--- src/rtl/sfc_pkg.sv ---
package sfc_pkg;
  localparam logic [2:0] MD_NORMAL = 3'd0;
  localparam logic [2:0] MD_NOP    = 3'd1;
  localparam logic [2:0] MD_PALL   = 3'd2;
  localparam logic [2:0] MD_LMR    = 3'd3;
  localparam logic [2:0] MD_REF    = 3'd4;

  typedef struct packed {
    logic ras_n;
    logic cas_n;
    logic we_n;
  } sd_cmd_t;

  localparam sd_cmd_t CMD_IDLE = 3'b111;
  localparam sd_cmd_t CMD_PALL = 3'b010;
  localparam sd_cmd_t CMD_LMR  = 3'b000;
  localparam sd_cmd_t CMD_REF  = 3'b001;

  typedef enum logic [1:0] {ST_IDLE, ST_CMD, ST_DONE, ST_NORM} seq_state_t;

  localparam int IDX_MODE  = 0;
  localparam int IDX_TIMER = 1;
  localparam int IDX_CFG   = 2;
  localparam int IDX_WIDTH = 3;
  localparam int IDX_BASE  = 4;
  localparam int BASE_RST0 = 64;
  localparam int BASE_STEP = 16;
endpackage

--- src/rtl/sfc_regs.sv ---
module sfc_regs
  import sfc_pkg::*;
#(
  parameter int DATA_W = 32,
  parameter int REG_AW = 5,
  parameter int BASE_W = 8,
  parameter int NUM_CS = 2
) (
  input  logic                          clk,
  input  logic                          rst_n,
  input  logic                          reg_wen,
  input  logic [REG_AW-1:0]             reg_addr,
  input  logic [DATA_W-1:0]             reg_wdata,
  output logic [DATA_W-1:0]             reg_rdata,
  input  logic                          err_set,
  output logic [2:0]                    mode,
  output logic [NUM_CS-1:0][BASE_W-1:0] cs_base
);
  localparam int IDX_W = REG_AW - 2;

  logic [IDX_W-1:0]               idx;
  logic                           aligned;
  logic [2:0]                     mode_q, mode_d;
  logic                           err_q, err_d, clr_hit;
  logic [DATA_W-1:0]              timer_q, timer_d, cfg_q, cfg_d;
  logic                           width_q, width_d;
  logic [NUM_CS-1:0][BASE_W-1:0]  base_q, base_d;

  assign idx     = reg_addr[REG_AW-1:2];
  assign aligned = (reg_addr[1:0] == 2'b00);
  assign clr_hit = reg_wen && aligned && (idx == IDX_W'(IDX_MODE)) && reg_wdata[DATA_W-1];

  always_comb begin
    mode_d  = mode_q;
    timer_d = timer_q;
    cfg_d   = cfg_q;
    width_d = width_q;
    base_d  = base_q;
    err_d   = err_q;
    if (clr_hit) err_d = 1'b0;
    if (err_set) err_d = 1'b1;
    if (reg_wen && aligned) begin
      if (idx == IDX_W'(IDX_MODE))  mode_d  = reg_wdata[2:0];
      if (idx == IDX_W'(IDX_TIMER)) timer_d = reg_wdata;
      if (idx == IDX_W'(IDX_CFG))   cfg_d   = reg_wdata;
      if (idx == IDX_W'(IDX_WIDTH)) width_d = reg_wdata[0];
      for (int i = 0; i < NUM_CS; i++)
        if (idx == IDX_W'(IDX_BASE + i)) base_d[i] = reg_wdata[BASE_W-1:0];
    end
  end

  always_ff @(posedge clk or negedge rst_n) begin
    if (!rst_n) begin
      mode_q  <= MD_NORMAL;
      err_q   <= 1'b0;
      timer_q <= '0;
      cfg_q   <= '0;
      width_q <= 1'b1;
      for (int i = 0; i < NUM_CS; i++) base_q[i] <= BASE_W'(BASE_RST0 + BASE_STEP * i);
    end else begin
      mode_q  <= mode_d;
      err_q   <= err_d;
      timer_q <= timer_d;
      cfg_q   <= cfg_d;
      width_q <= width_d;
      base_q  <= base_d;
    end
  end

  always_comb begin
    reg_rdata = '0;
    if (aligned) begin
      if (idx == IDX_W'(IDX_MODE)) begin
        reg_rdata[2:0]        = mode_q;
        reg_rdata[DATA_W-1]   = err_q;
      end
      if (idx == IDX_W'(IDX_TIMER)) reg_rdata = timer_q;
      if (idx == IDX_W'(IDX_CFG))   reg_rdata = cfg_q;
      if (idx == IDX_W'(IDX_WIDTH)) reg_rdata[0] = width_q;
      for (int i = 0; i < NUM_CS; i++)
        if (idx == IDX_W'(IDX_BASE + i)) reg_rdata[BASE_W-1:0] = base_q[i];
    end
  end

  assign mode    = mode_q;
  assign cs_base = base_q;


  err_sticky_chk: assert property (@(posedge clk) disable iff (!rst_n)
    $past(err_q && !clr_hit) |-> err_q);
endmodule

--- src/rtl/sfc_seq.sv ---
module sfc_seq
  import sfc_pkg::*;
#(
  parameter int ADDR_W     = 32,
  parameter int ROW_W      = 13,
  parameter int BA_W       = 2,
  parameter int BASE_W     = 8,
  parameter int BASE_SHIFT = 20,
  parameter int NUM_CS     = 2,
  parameter int CS_W       = 1
) (
  input  logic                          clk,
  input  logic                          rst_n,
  input  logic [2:0]                    mode,
  input  logic [NUM_CS-1:0][BASE_W-1:0] cs_base,
  input  logic                          win_req,
  input  logic [CS_W-1:0]               win_cs,
  input  logic [ADDR_W-1:0]             win_addr,
  input  logic                          nrm_ready,
  input  logic                          nrm_act,
  output logic                          err_set,
  output logic                          in_norm,
  output logic                          done,
  output logic [NUM_CS-1:0]             sd_cs_n,
  output sd_cmd_t                       sd_cmd,
  output logic [ROW_W-1:0]              sd_addr,
  output logic [BA_W-1:0]               sd_ba
);
  localparam int LMR_W = ROW_W + BA_W;

  seq_state_t          state_q, state_d;
  logic                clean_q, clean_d;
  logic [NUM_CS-1:0]   cs_n_q, cs_n_d, cs_sel_n;
  sd_cmd_t             cmd_q, cmd_d;
  logic [ROW_W-1:0]    addr_q, addr_d;
  logic [BA_W-1:0]     ba_q, ba_d;
  logic [ADDR_W-1:0]   base_full;
  logic [LMR_W-1:0]    lmr_val;

  for (genvar g = 0; g < NUM_CS; g++) begin : g_cs
    assign cs_sel_n[g] = (win_cs != CS_W'(g));
  end

  assign base_full = ADDR_W'(cs_base[win_cs]) << BASE_SHIFT;
  assign lmr_val   = LMR_W'(win_addr - base_full);

  always_comb begin
    state_d = state_q;
    clean_d = clean_q;
    cs_n_d  = '1;
    cmd_d   = CMD_IDLE;
    addr_d  = '0;
    ba_d    = '0;
    err_set = 1'b0;
    unique case (state_q)
      ST_IDLE: if (win_req) begin
        if (mode == MD_NORMAL) state_d = ST_NORM;
        else begin
          state_d = ST_CMD;
          unique case (mode)
            MD_NOP: cs_n_d = cs_sel_n;
            MD_PALL: begin
              cs_n_d      = cs_sel_n;
              cmd_d       = CMD_PALL;
              addr_d[10]  = 1'b1;
              clean_d     = 1'b1;
            end
            MD_LMR: begin
              cs_n_d = cs_sel_n;
              cmd_d  = CMD_LMR;
              addr_d = lmr_val[ROW_W-1:0];
              ba_d   = lmr_val[LMR_W-1:ROW_W];
            end
            MD_REF: begin
              if (clean_q) begin
                cs_n_d = cs_sel_n;
                cmd_d  = CMD_REF;
              end else err_set = 1'b1;
            end
            default: ;
          endcase
        end
      end
      ST_CMD:  state_d = ST_DONE;
      ST_DONE: state_d = ST_IDLE;
      ST_NORM: if (nrm_ready) state_d = ST_IDLE;
      default: state_d = ST_IDLE;
    endcase
    if (nrm_act) clean_d = 1'b0;
  end

  always_ff @(posedge clk or negedge rst_n) begin
    if (!rst_n) begin
      state_q <= ST_IDLE;
      clean_q <= 1'b1;
      cs_n_q  <= '1;
      cmd_q   <= CMD_IDLE;
      addr_q  <= '0;
      ba_q    <= '0;
    end else begin
      state_q <= state_d;
      clean_q <= clean_d;
      cs_n_q  <= cs_n_d;
      cmd_q   <= cmd_d;
      addr_q  <= addr_d;
      ba_q    <= ba_d;
    end
  end

  assign in_norm = (state_q == ST_NORM);
  assign done    = (state_q == ST_DONE);
  assign sd_cs_n = cs_n_q;
  assign sd_cmd  = cmd_q;
  assign sd_addr = addr_q;
  assign sd_ba   = ba_q;


  cmd_one_cycle_chk: assert property (@(posedge clk) disable iff (!rst_n)
    !(&sd_cs_n) |=> (&sd_cs_n));

  ready_after_cmd_chk: assert property (@(posedge clk) disable iff (!rst_n)
    !(&sd_cs_n) |=> done);

  pall_a10_chk: assert property (@(posedge clk) disable iff (!rst_n)
    (!(&sd_cs_n) && sd_cmd == CMD_PALL) |-> sd_addr[10]);

  ref_clean_chk: assert property (@(posedge clk) disable iff (!rst_n)
    (!(&sd_cs_n) && sd_cmd == CMD_REF) |-> $past(clean_q));

  cs_onehot_chk: assert property (@(posedge clk) disable iff (!rst_n)
    $onehot0(~sd_cs_n));

  norm_no_cmd_chk: assert property (@(posedge clk) disable iff (!rst_n)
    in_norm |-> (&sd_cs_n));
endmodule

--- src/rtl/sdram_force_cmd.sv ---
module sdram_force_cmd
  import sfc_pkg::*;
#(
  parameter int DATA_W     = 32,
  parameter int ADDR_W     = 32,
  parameter int REG_AW     = 5,
  parameter int ROW_W      = 13,
  parameter int BA_W       = 2,
  parameter int BASE_W     = 8,
  parameter int BASE_SHIFT = 20,
  parameter int NUM_CS     = 2,
  localparam int CS_W      = (NUM_CS > 1) ? $clog2(NUM_CS) : 1
) (
  input  logic              clk,
  input  logic              rst_n,
  input  logic              reg_wen,
  input  logic [REG_AW-1:0] reg_addr,
  input  logic [DATA_W-1:0] reg_wdata,
  output logic [DATA_W-1:0] reg_rdata,
  input  logic              win_req,
  input  logic              win_we,
  input  logic [CS_W-1:0]   win_cs,
  input  logic [ADDR_W-1:0] win_addr,
  output logic              win_ready,
  output logic [DATA_W-1:0] win_rdata,
  output logic              nrm_req,
  output logic              nrm_we,
  output logic [CS_W-1:0]   nrm_cs,
  output logic [ADDR_W-1:0] nrm_addr,
  input  logic              nrm_ready,
  input  logic [DATA_W-1:0] nrm_rdata,
  input  logic              nrm_act,
  output logic [NUM_CS-1:0] sd_cs_n,
  output logic              sd_ras_n,
  output logic              sd_cas_n,
  output logic              sd_we_n,
  output logic [ROW_W-1:0]  sd_addr,
  output logic [BA_W-1:0]   sd_ba
);
  logic [2:0]                    mode;
  logic [NUM_CS-1:0][BASE_W-1:0] cs_base;
  logic                          err_set, in_norm, done;
  sd_cmd_t                       cmd;

  sfc_regs #(.DATA_W(DATA_W), .REG_AW(REG_AW), .BASE_W(BASE_W), .NUM_CS(NUM_CS)) i_regs (
    .clk(clk), .rst_n(rst_n), .reg_wen(reg_wen), .reg_addr(reg_addr),
    .reg_wdata(reg_wdata), .reg_rdata(reg_rdata), .err_set(err_set),
    .mode(mode), .cs_base(cs_base)
  );

  sfc_seq #(.ADDR_W(ADDR_W), .ROW_W(ROW_W), .BA_W(BA_W), .BASE_W(BASE_W),
            .BASE_SHIFT(BASE_SHIFT), .NUM_CS(NUM_CS), .CS_W(CS_W)) i_seq (
    .clk(clk), .rst_n(rst_n), .mode(mode), .cs_base(cs_base),
    .win_req(win_req), .win_cs(win_cs), .win_addr(win_addr),
    .nrm_ready(nrm_ready), .nrm_act(nrm_act), .err_set(err_set),
    .in_norm(in_norm), .done(done), .sd_cs_n(sd_cs_n), .sd_cmd(cmd),
    .sd_addr(sd_addr), .sd_ba(sd_ba)
  );

  assign sd_ras_n  = cmd.ras_n;
  assign sd_cas_n  = cmd.cas_n;
  assign sd_we_n   = cmd.we_n;
  assign nrm_req   = in_norm;
  assign nrm_we    = win_we;
  assign nrm_cs    = win_cs;
  assign nrm_addr  = win_addr;
  assign win_ready = done | (in_norm & nrm_ready);
  assign win_rdata = in_norm ? nrm_rdata : '0;
endmodule

--- config.mk ---
export PLATFORM = sky130hd
export DESIGN_NAME = sdram_force_cmd
export DESIGN_NICKNAME = d
export VERILOG_FILES = /design/src/rtl/sfc_pkg.sv /design/src/rtl/sfc_regs.sv /design/src/rtl/sfc_seq.sv /design/src/rtl/sdram_force_cmd.sv
export SDC_FILE = /design/constraint.sdc
export NUM_CORES = 1
export LEC_CHECK = 0
export CAP_MARGIN = 15
export CORE_MARGIN = 5
export CORE_UTILIZATION = 46
export DETAILED_ROUTE_END_ITERATION = 10
export PLACE_DENSITY = 0.95
export SLEW_MARGIN = 10
export SYNTH_ARGS = -nofsm -noshare
export SYNTH_HDL_FRONTEND = slang
export SYNTH_SLANG_ARGS = --single-unit
--- constraint.sdc ---
create_clock -name clk -period 3.4 [get_ports clk]
set_clock_uncertainty 0.05 [all_clocks]
set_input_delay 0.85 -clock clk [delete_from_list [all_inputs] [get_ports clk]]
set_output_delay 0.85 -clock clk [all_outputs]
set_load 0.02 [all_outputs]
==> impl_metrics.yaml, run 1 <==
clock_tree:
  path_clk_slew_ns: 0.07
  clockBufferDepth: 2
  cts_tree: "built"
  cts_sinks: 108
  htree_levels: 3
  cts_buffers: 9
  cts_root_buffer: "clkbuf_16"
  hold_buffers: 0
  clock_latency_ns: 0.34
sta:
  slew_violations: 0
  tightest_slew_ns: 0.833
  layout_min_cycle_time_ns: 3.35
  post-route-period-util: 0.987
  hold_viol: 0
  setup_viol: 0
  fmax_mhz: 298
  fin_tns_setup_ns: 0
  timing.slew.headroom: 0.445
die:
  dieArea_um2: 13900
  start_util: 0.468
  die_h_um: 118
  row_count: 39
  ios: 229
  core_um2: 11400
  die_w_um: 118
flow_run:
  max_cap_violations: 0
setup_path:
  ff2ff_path_depth: 3
  cp-startpoint: "reg_addr[4]"
  start_kind: "input port"
  r2r_start: "i_seq.state_q[0]"
  path_class: "in2out"
  cp_max_fo: 11
  reg2reg_slack_ns: 1.33
  cp.required_ns: 2.50
  cp-endpoint: "reg_rdata[23]"
  worstPathArrival_ns: 2.45
  cp-end-kind: "primary output"
  r2r_end: "i_seq.sd_addr[5]"
layout:
  regArea_um2: 2720
  nFillCells: 844
  area_growth_syn_to_layout_pct: 43.2
  drive_above_1_share: 0.323
  multiInputGateArea_um2: 2230
  final_util: 0.671
  fin_nets: 733
placed_design:
  portBuffers: 192
  post-dp-hpwl_um: 11000
  gp_congestion: 0.806
yosys:
  synth_area_um2: 5350
  synth_top_area_frac: 0.459
  yosysWarnings: 0
  postSynthAreaPerCell_um2: 12.1
  synth_ff_type: "dfrtp_1"
  yosys-top-cells-area: "dfrtp_1, mux2_2, mux2_4"
  ys_async_sr_fraction: 1.00
  yosys-top-cells-count: "dfrtp_1, mux2_2, buf_4"
  yosysMostFrequentCell: "dfrtp_1"
  synth_cell_types: 44
  synthCells: 442
  yosys.area.top_type: "dfrtp_1"
  synth_seq_cells: 108
  synth-seq-area-share: 0.508
  synth_edf_count: 0
  syn_nets: 551
power:
  power_density_nw_per_um2: 504
  totalPowerFinal_mw: 3.86
  peakVddDrop_mv: 0.351
  p_leak_nw: 3.61
global_route:
  antenna_found_initial: 1
  track_usage: 0.210
  grt_overflow_total: 0
  grt_pass1_vias: 4488
  grt_first_pass_wirelength_um: 24000
  grt_start_max_net_pins: 56
route:
  vias_per_cell: 5.33
  wire_per_inst_um: 19.2
  wl_um: 14900
  drc: 0
  ant_nets: 0
  vias: 4121
  first_pass_iters: 4
  drt_iter0_drc: 340
worst_hold_path:
  min_path_type: "reg2reg"
run_status:
  outcome: "finished, final reports clean"
## placed cells by master, fill, tap and decap left out, drive strengths merged, types with 5 or more instances in the layout
master	count
mux2	85
a21oi	8
and2	19
o221a	5
nand2	13
dfrtp	98
o21ai	7
and3	34
nor2b	5
clkdlybuf4s50	157
inv	7
nor2	29
clkbuf	12
dfstp	10
a22oi	24
buf	71
## worst max-delay path: stages
cell	delay, ns
clkdlybuf4s50_1	0.40
buf_4	0.18
buf_4	0.16
nor3b_4	0.17
buf_6	0.16
buf_12	0.13
a22oi_1	0.09
nor2_1	0.12
buf_2	0.18
## per-stage QoR
| step | setup slack, ns | cell area (um2) | hold WS, ns | instances |
|---|---|---|---|---|
| after floorplan | 0.0442 | 5350 | 0.398 | 442 |
| after global placement | -0.523 | 7310 | 0.433 | 747 |
| after detailed placement | -0.485 | 7310 | 0.440 | 747 |
| after CTS | -0.0189 | 7650 | 0.456 | 769 |
| after global routing | -0.0125 | 7660 | 0.480 | 773 |
| final | 0.0457 | 7660 | 0.455 | 773 |
## layout make-up
type | count | area share
timing repair buffer | 235 | 0.282
clock inverter | 7 | 0.0160
multi-input combinational | 264 | 0.291
clock buffer | 9 | 0.0294
inverter | 6 | 0.00294
tap | 143 | 0.0234
sequential | 108 | 0.355
antenna | 1 | 0.000327
## what timing repair did
| action | 4_1_cts | 5_1_grt |
|---|---|---|
| cloned | 1 | 2 |
| pin swaps | 1 | 2 |
| setup buffers | 5 | 1 |
| resized for setup | 121 | 21 |
| endpoints found under the setup margin | 32 | 29 |
## kinds of logic after synthesis
family / after synthesis / synth area share
simple gates: 117 / 0.126
compound gates: 59 / 0.0805
mux: 88 / 0.206
buf+inv: 70 / 0.0805
flops: 108 / 0.508
## worst min-delay path by stage
stage / from / to / cells past startpoint
final: i_regs.cs_base[7] / i_regs.cs_base[7] / 1
after global placement: i_regs.err_q / i_regs.err_q / 1
after floorplan: i_regs.err_q / i_regs.err_q / 1
after CTS: i_regs.cs_base[7] / i_regs.cs_base[7] / 1
after global routing: i_regs.timer_q[5] / i_regs.timer_q[5] / 1
after detailed placement: i_regs.cs_base[7] / i_regs.cs_base[7] / 1
## where the power goes
group	switching, mW	internal [mW]
logic	0.394	0.547
registers	0.207	1.52
clock network	0.469	0.724
## registers in the layout (all words and copies together), names as in the netlist
name            count
i_regs.err_q        1
i_regs.timer_q     32
i_seq.state_q       2
i_seq.clean_q       1
i_regs.cfg_q       32
i_seq.sd_cmd        3
i_seq.sd_cs_n       2
i_regs.cs_base     16
i_seq.sd_ba         2
i_regs.width_q      1
i_regs.mode         3
i_seq.sd_addr      13
## per-layer routing
| metal | GRT usage | routed length (um) | vias up |
|---|---|---|---|
| met5 | 0 | 0 | - |
| met4 | 0.0552 | 230 | 0 |
| met3 | 0.0476 | 828 | 27 |
| met2 | 0.368 | 7850 | 158 |
| met1 | 0.261 | 5960 | 2045 |
| li1 | - | - | 1891 |
Note: power is estimated with default switching activity, not from simulation.
==> inputs of run 2 (changes only) <==
--- a/config.mk
+++ b/config.mk
@@ -7,9 +7,9 @@
 export LEC_CHECK = 0
 export CAP_MARGIN = 15
 export CORE_MARGIN = 5
-export CORE_UTILIZATION = 46
+export CORE_UTILIZATION = 45
 export DETAILED_ROUTE_END_ITERATION = 10
-export PLACE_DENSITY = 0.95
+export PLACE_DENSITY = 0.93
 export SLEW_MARGIN = 10
 export SYNTH_ARGS = -nofsm -noshare
 export SYNTH_HDL_FRONTEND = slang
==> run 2 against run 1 <==
Count of clock-buffer cells in the layout is 4 higher. Setup slack better by 0.027 ns. Total power is 5.9% lower. Wire length fell by 0.28%. Sequential share of layout area up 0.63 points. Die area is 2.0% higher. Register-to-register slack improved by 0.07 ns. Critical endpoint is now reg_rdata[8]. Core utilization down 1.7 points. Sequential power about the same.
==> impl_metrics.yaml, run 2 (synthesis gave the netlist of run 1 again) <==
sta:
  timing.slew.headroom: 0.504
  rsz0062_at_grt: "true"
  slew_violations: 0
  layout_min_cycle_time_ns: 3.33
  setup_viol: 0
  fmax_mhz: 301
  post-route-period-util: 0.978
  tightest_slew_ns: 0.744
  hold_viol: 0
route:
  wire_per_inst_um: 19.4
  wl_um: 14800
  ant_nets: 0
  vias: 4060
  vias_per_cell: 5.31
  drt_iter0_drc: 170
  first_pass_iters: 4
  drc: 0
die:
  ios: 229
  start_util: 0.464
  core_um2: 11500
  row_count: 39
  die_h_um: 119
  dieArea_um2: 14200
  die_w_um: 119
power:
  sw_frac_of_total: 0.285
  p_sw_mw: 1.03
  pwr-share-clk: 0.270
  p_leak_nw: 3.54
  comb_power_share: 0.257
  totalPowerFinal_mw: 3.63
  p_seq_frac: 0.473
  peakVddDrop_mv: 0.302
  p_int_mw: 2.59
  power_density_nw_per_um2: 482
setup_path:
  path_class: "in2out"
  cp.required_ns: 2.50
  start_kind: "input port"
  worstPathArrival_ns: 2.43
  cp_max_fo: 7
  cp-end-kind: "primary output"
  reg2reg_slack_ns: 1.40
layout:
  stdcell_area_um2: 7520
  drive_above_1_share: 0.305
  multiInputGateArea_um2: 2240
  fin_nets: 726
  insertedDiodeCount: 0
  area_growth_syn_to_layout_pct: 40.7
  mostFrequentLayoutCells: "clkdlybuf4s50_1, dfrtp_1, mux2_2, and3_1, buf_4"
  nFillCells: 872
  regArea_um2: 2720
  final_common_cell: "clkdlybuf4s50_1"
placed_design:
  portBuffers: 192
  post-dp-hpwl_um: 11200
  gp_congestion: 0.812
  place_area_um2: 7310
worst_hold_path:
  min_path_type: "reg2reg"
global_route:
  grt_overflow_total: 0
  grt_pass1_vias: 4383
  track_usage: 0.210
  grt_first_pass_wirelength_um: 23800
  antenna_found_initial: 0
  grt_start_max_net_pins: 57
clock_tree:
  cts_tree: "built"
  cts_buffers: 9
  cts_root_buffer: "clkbuf_16"
  cts_sinks: 108
  clockBufferDepth: 2
  htree_levels: 3
  hold_buffers: 0
  path_clk_slew_ns: 0.06
  clock_latency_ns: 0.34
flow_run:
  max_cap_violations: 0
run_status:
  outcome: "finished, final reports clean"
[run 2: final timing paths]
kind                                  startpoint          endpoint  depth (start not counted)
worst min-delay path             i_regs.cfg_q[6]   i_regs.cfg_q[6]                          1
worst min register to register   i_regs.cfg_q[6]   i_regs.cfg_q[6]                          1
max in group asynchronous                  rst_n    i_regs.width_q                          2
worst max register to register  i_seq.state_q[1]  i_seq.sd_addr[6]                          3
min in group asynchronous                  rst_n  i_seq.sd_addr[6]                          1
worst max-delay path                 reg_addr[4]      reg_rdata[8]                          8
[run 2: critical path: stages]
cell and delay, ns:
clkdlybuf4s50_1 0.40, buf_4 0.17, buf_4 0.14, nor3b_4 0.18, buf_4 0.18, a22oi_1 0.09, nor2_1 0.08, dlygate4sd2_1 0.35
[run 2: per-layer routing]
| layer | GRT usage | share of wire |
|---|---|---|
| met1 | 0.258 | 0.42 |
| met2 | 0.368 | 0.52 |
| met3 | 0.0502 | 0.043 |
| met4 | 0.0587 | 0.018 |
| met5 | 0 | 0 |
[run 2: repair_timing]
| item | CTS | global route |
|---|---|---|
| setup endpoints to repair | 32 | 30 |
| gates resized for setup | 90 | 37 |
| buffers inserted | 3 | 0 |
| pin swaps | 2 | 0 |
| cloned | 1 | 0 |
| hold endpoints to repair | 0 | 0 |
[run 2: power by group through the flow]
stage | Sequential (mW) | Combinational, mW | Clock (mW)
global route | 1.76 | 0.998 | 1.05
finish | 1.72 | 0.932 | 0.981
floorplan | 1.65 | 0.604 | 0
CTS | 1.71 | 0.943 | 0.995
global placement | 1.71 | 0.896 | 0
detailed placement | 1.74 | 0.938 | 0
[run 2: final cells by class]
type,count,share of cell area
well taps,143,0.0238
inverters,6,0.00299
clock inverters,3,0.00283
flip-flops and latches,108,0.361
clock buffers,13,0.0346
repair buffers,228,0.278
multi-input cells,264,0.297
[run 2: through the flow]
stage / TNS [ns] / util / std cells / hold slack (ns) / worst slack [ns]
3_5_place_dp: -14.82 / 0.635 / 745 / 0.439 / -0.540
2_1_floorplan: 0 / - / 442 / 0.398 / 0.0442
3_3_place_gp: -13.20 / 0.635 / 745 / 0.431 / -0.477
6_report: 0 / 0.653 / 765 / 0.454 / 0.0731
4_1_cts: 0 / 0.664 / 765 / 0.456 / 0.00373
5_1_grt: 0 / 0.653 / 765 / 0.469 / 0.000472
==> inputs of run 3 (changes only) <==
--- a/config.mk
+++ b/config.mk
@@ -9,6 +9,7 @@
 export CORE_MARGIN = 5
 export CORE_UTILIZATION = 45
 export DETAILED_ROUTE_END_ITERATION = 10
+export GPL_ROUTABILITY_DRIVEN = 0
 export PLACE_DENSITY = 0.93
 export SLEW_MARGIN = 10
 export SYNTH_ARGS = -nofsm -noshare
==> results of run 3 <==
No change in the layout: final DEF, timing and power equal those of run 2.
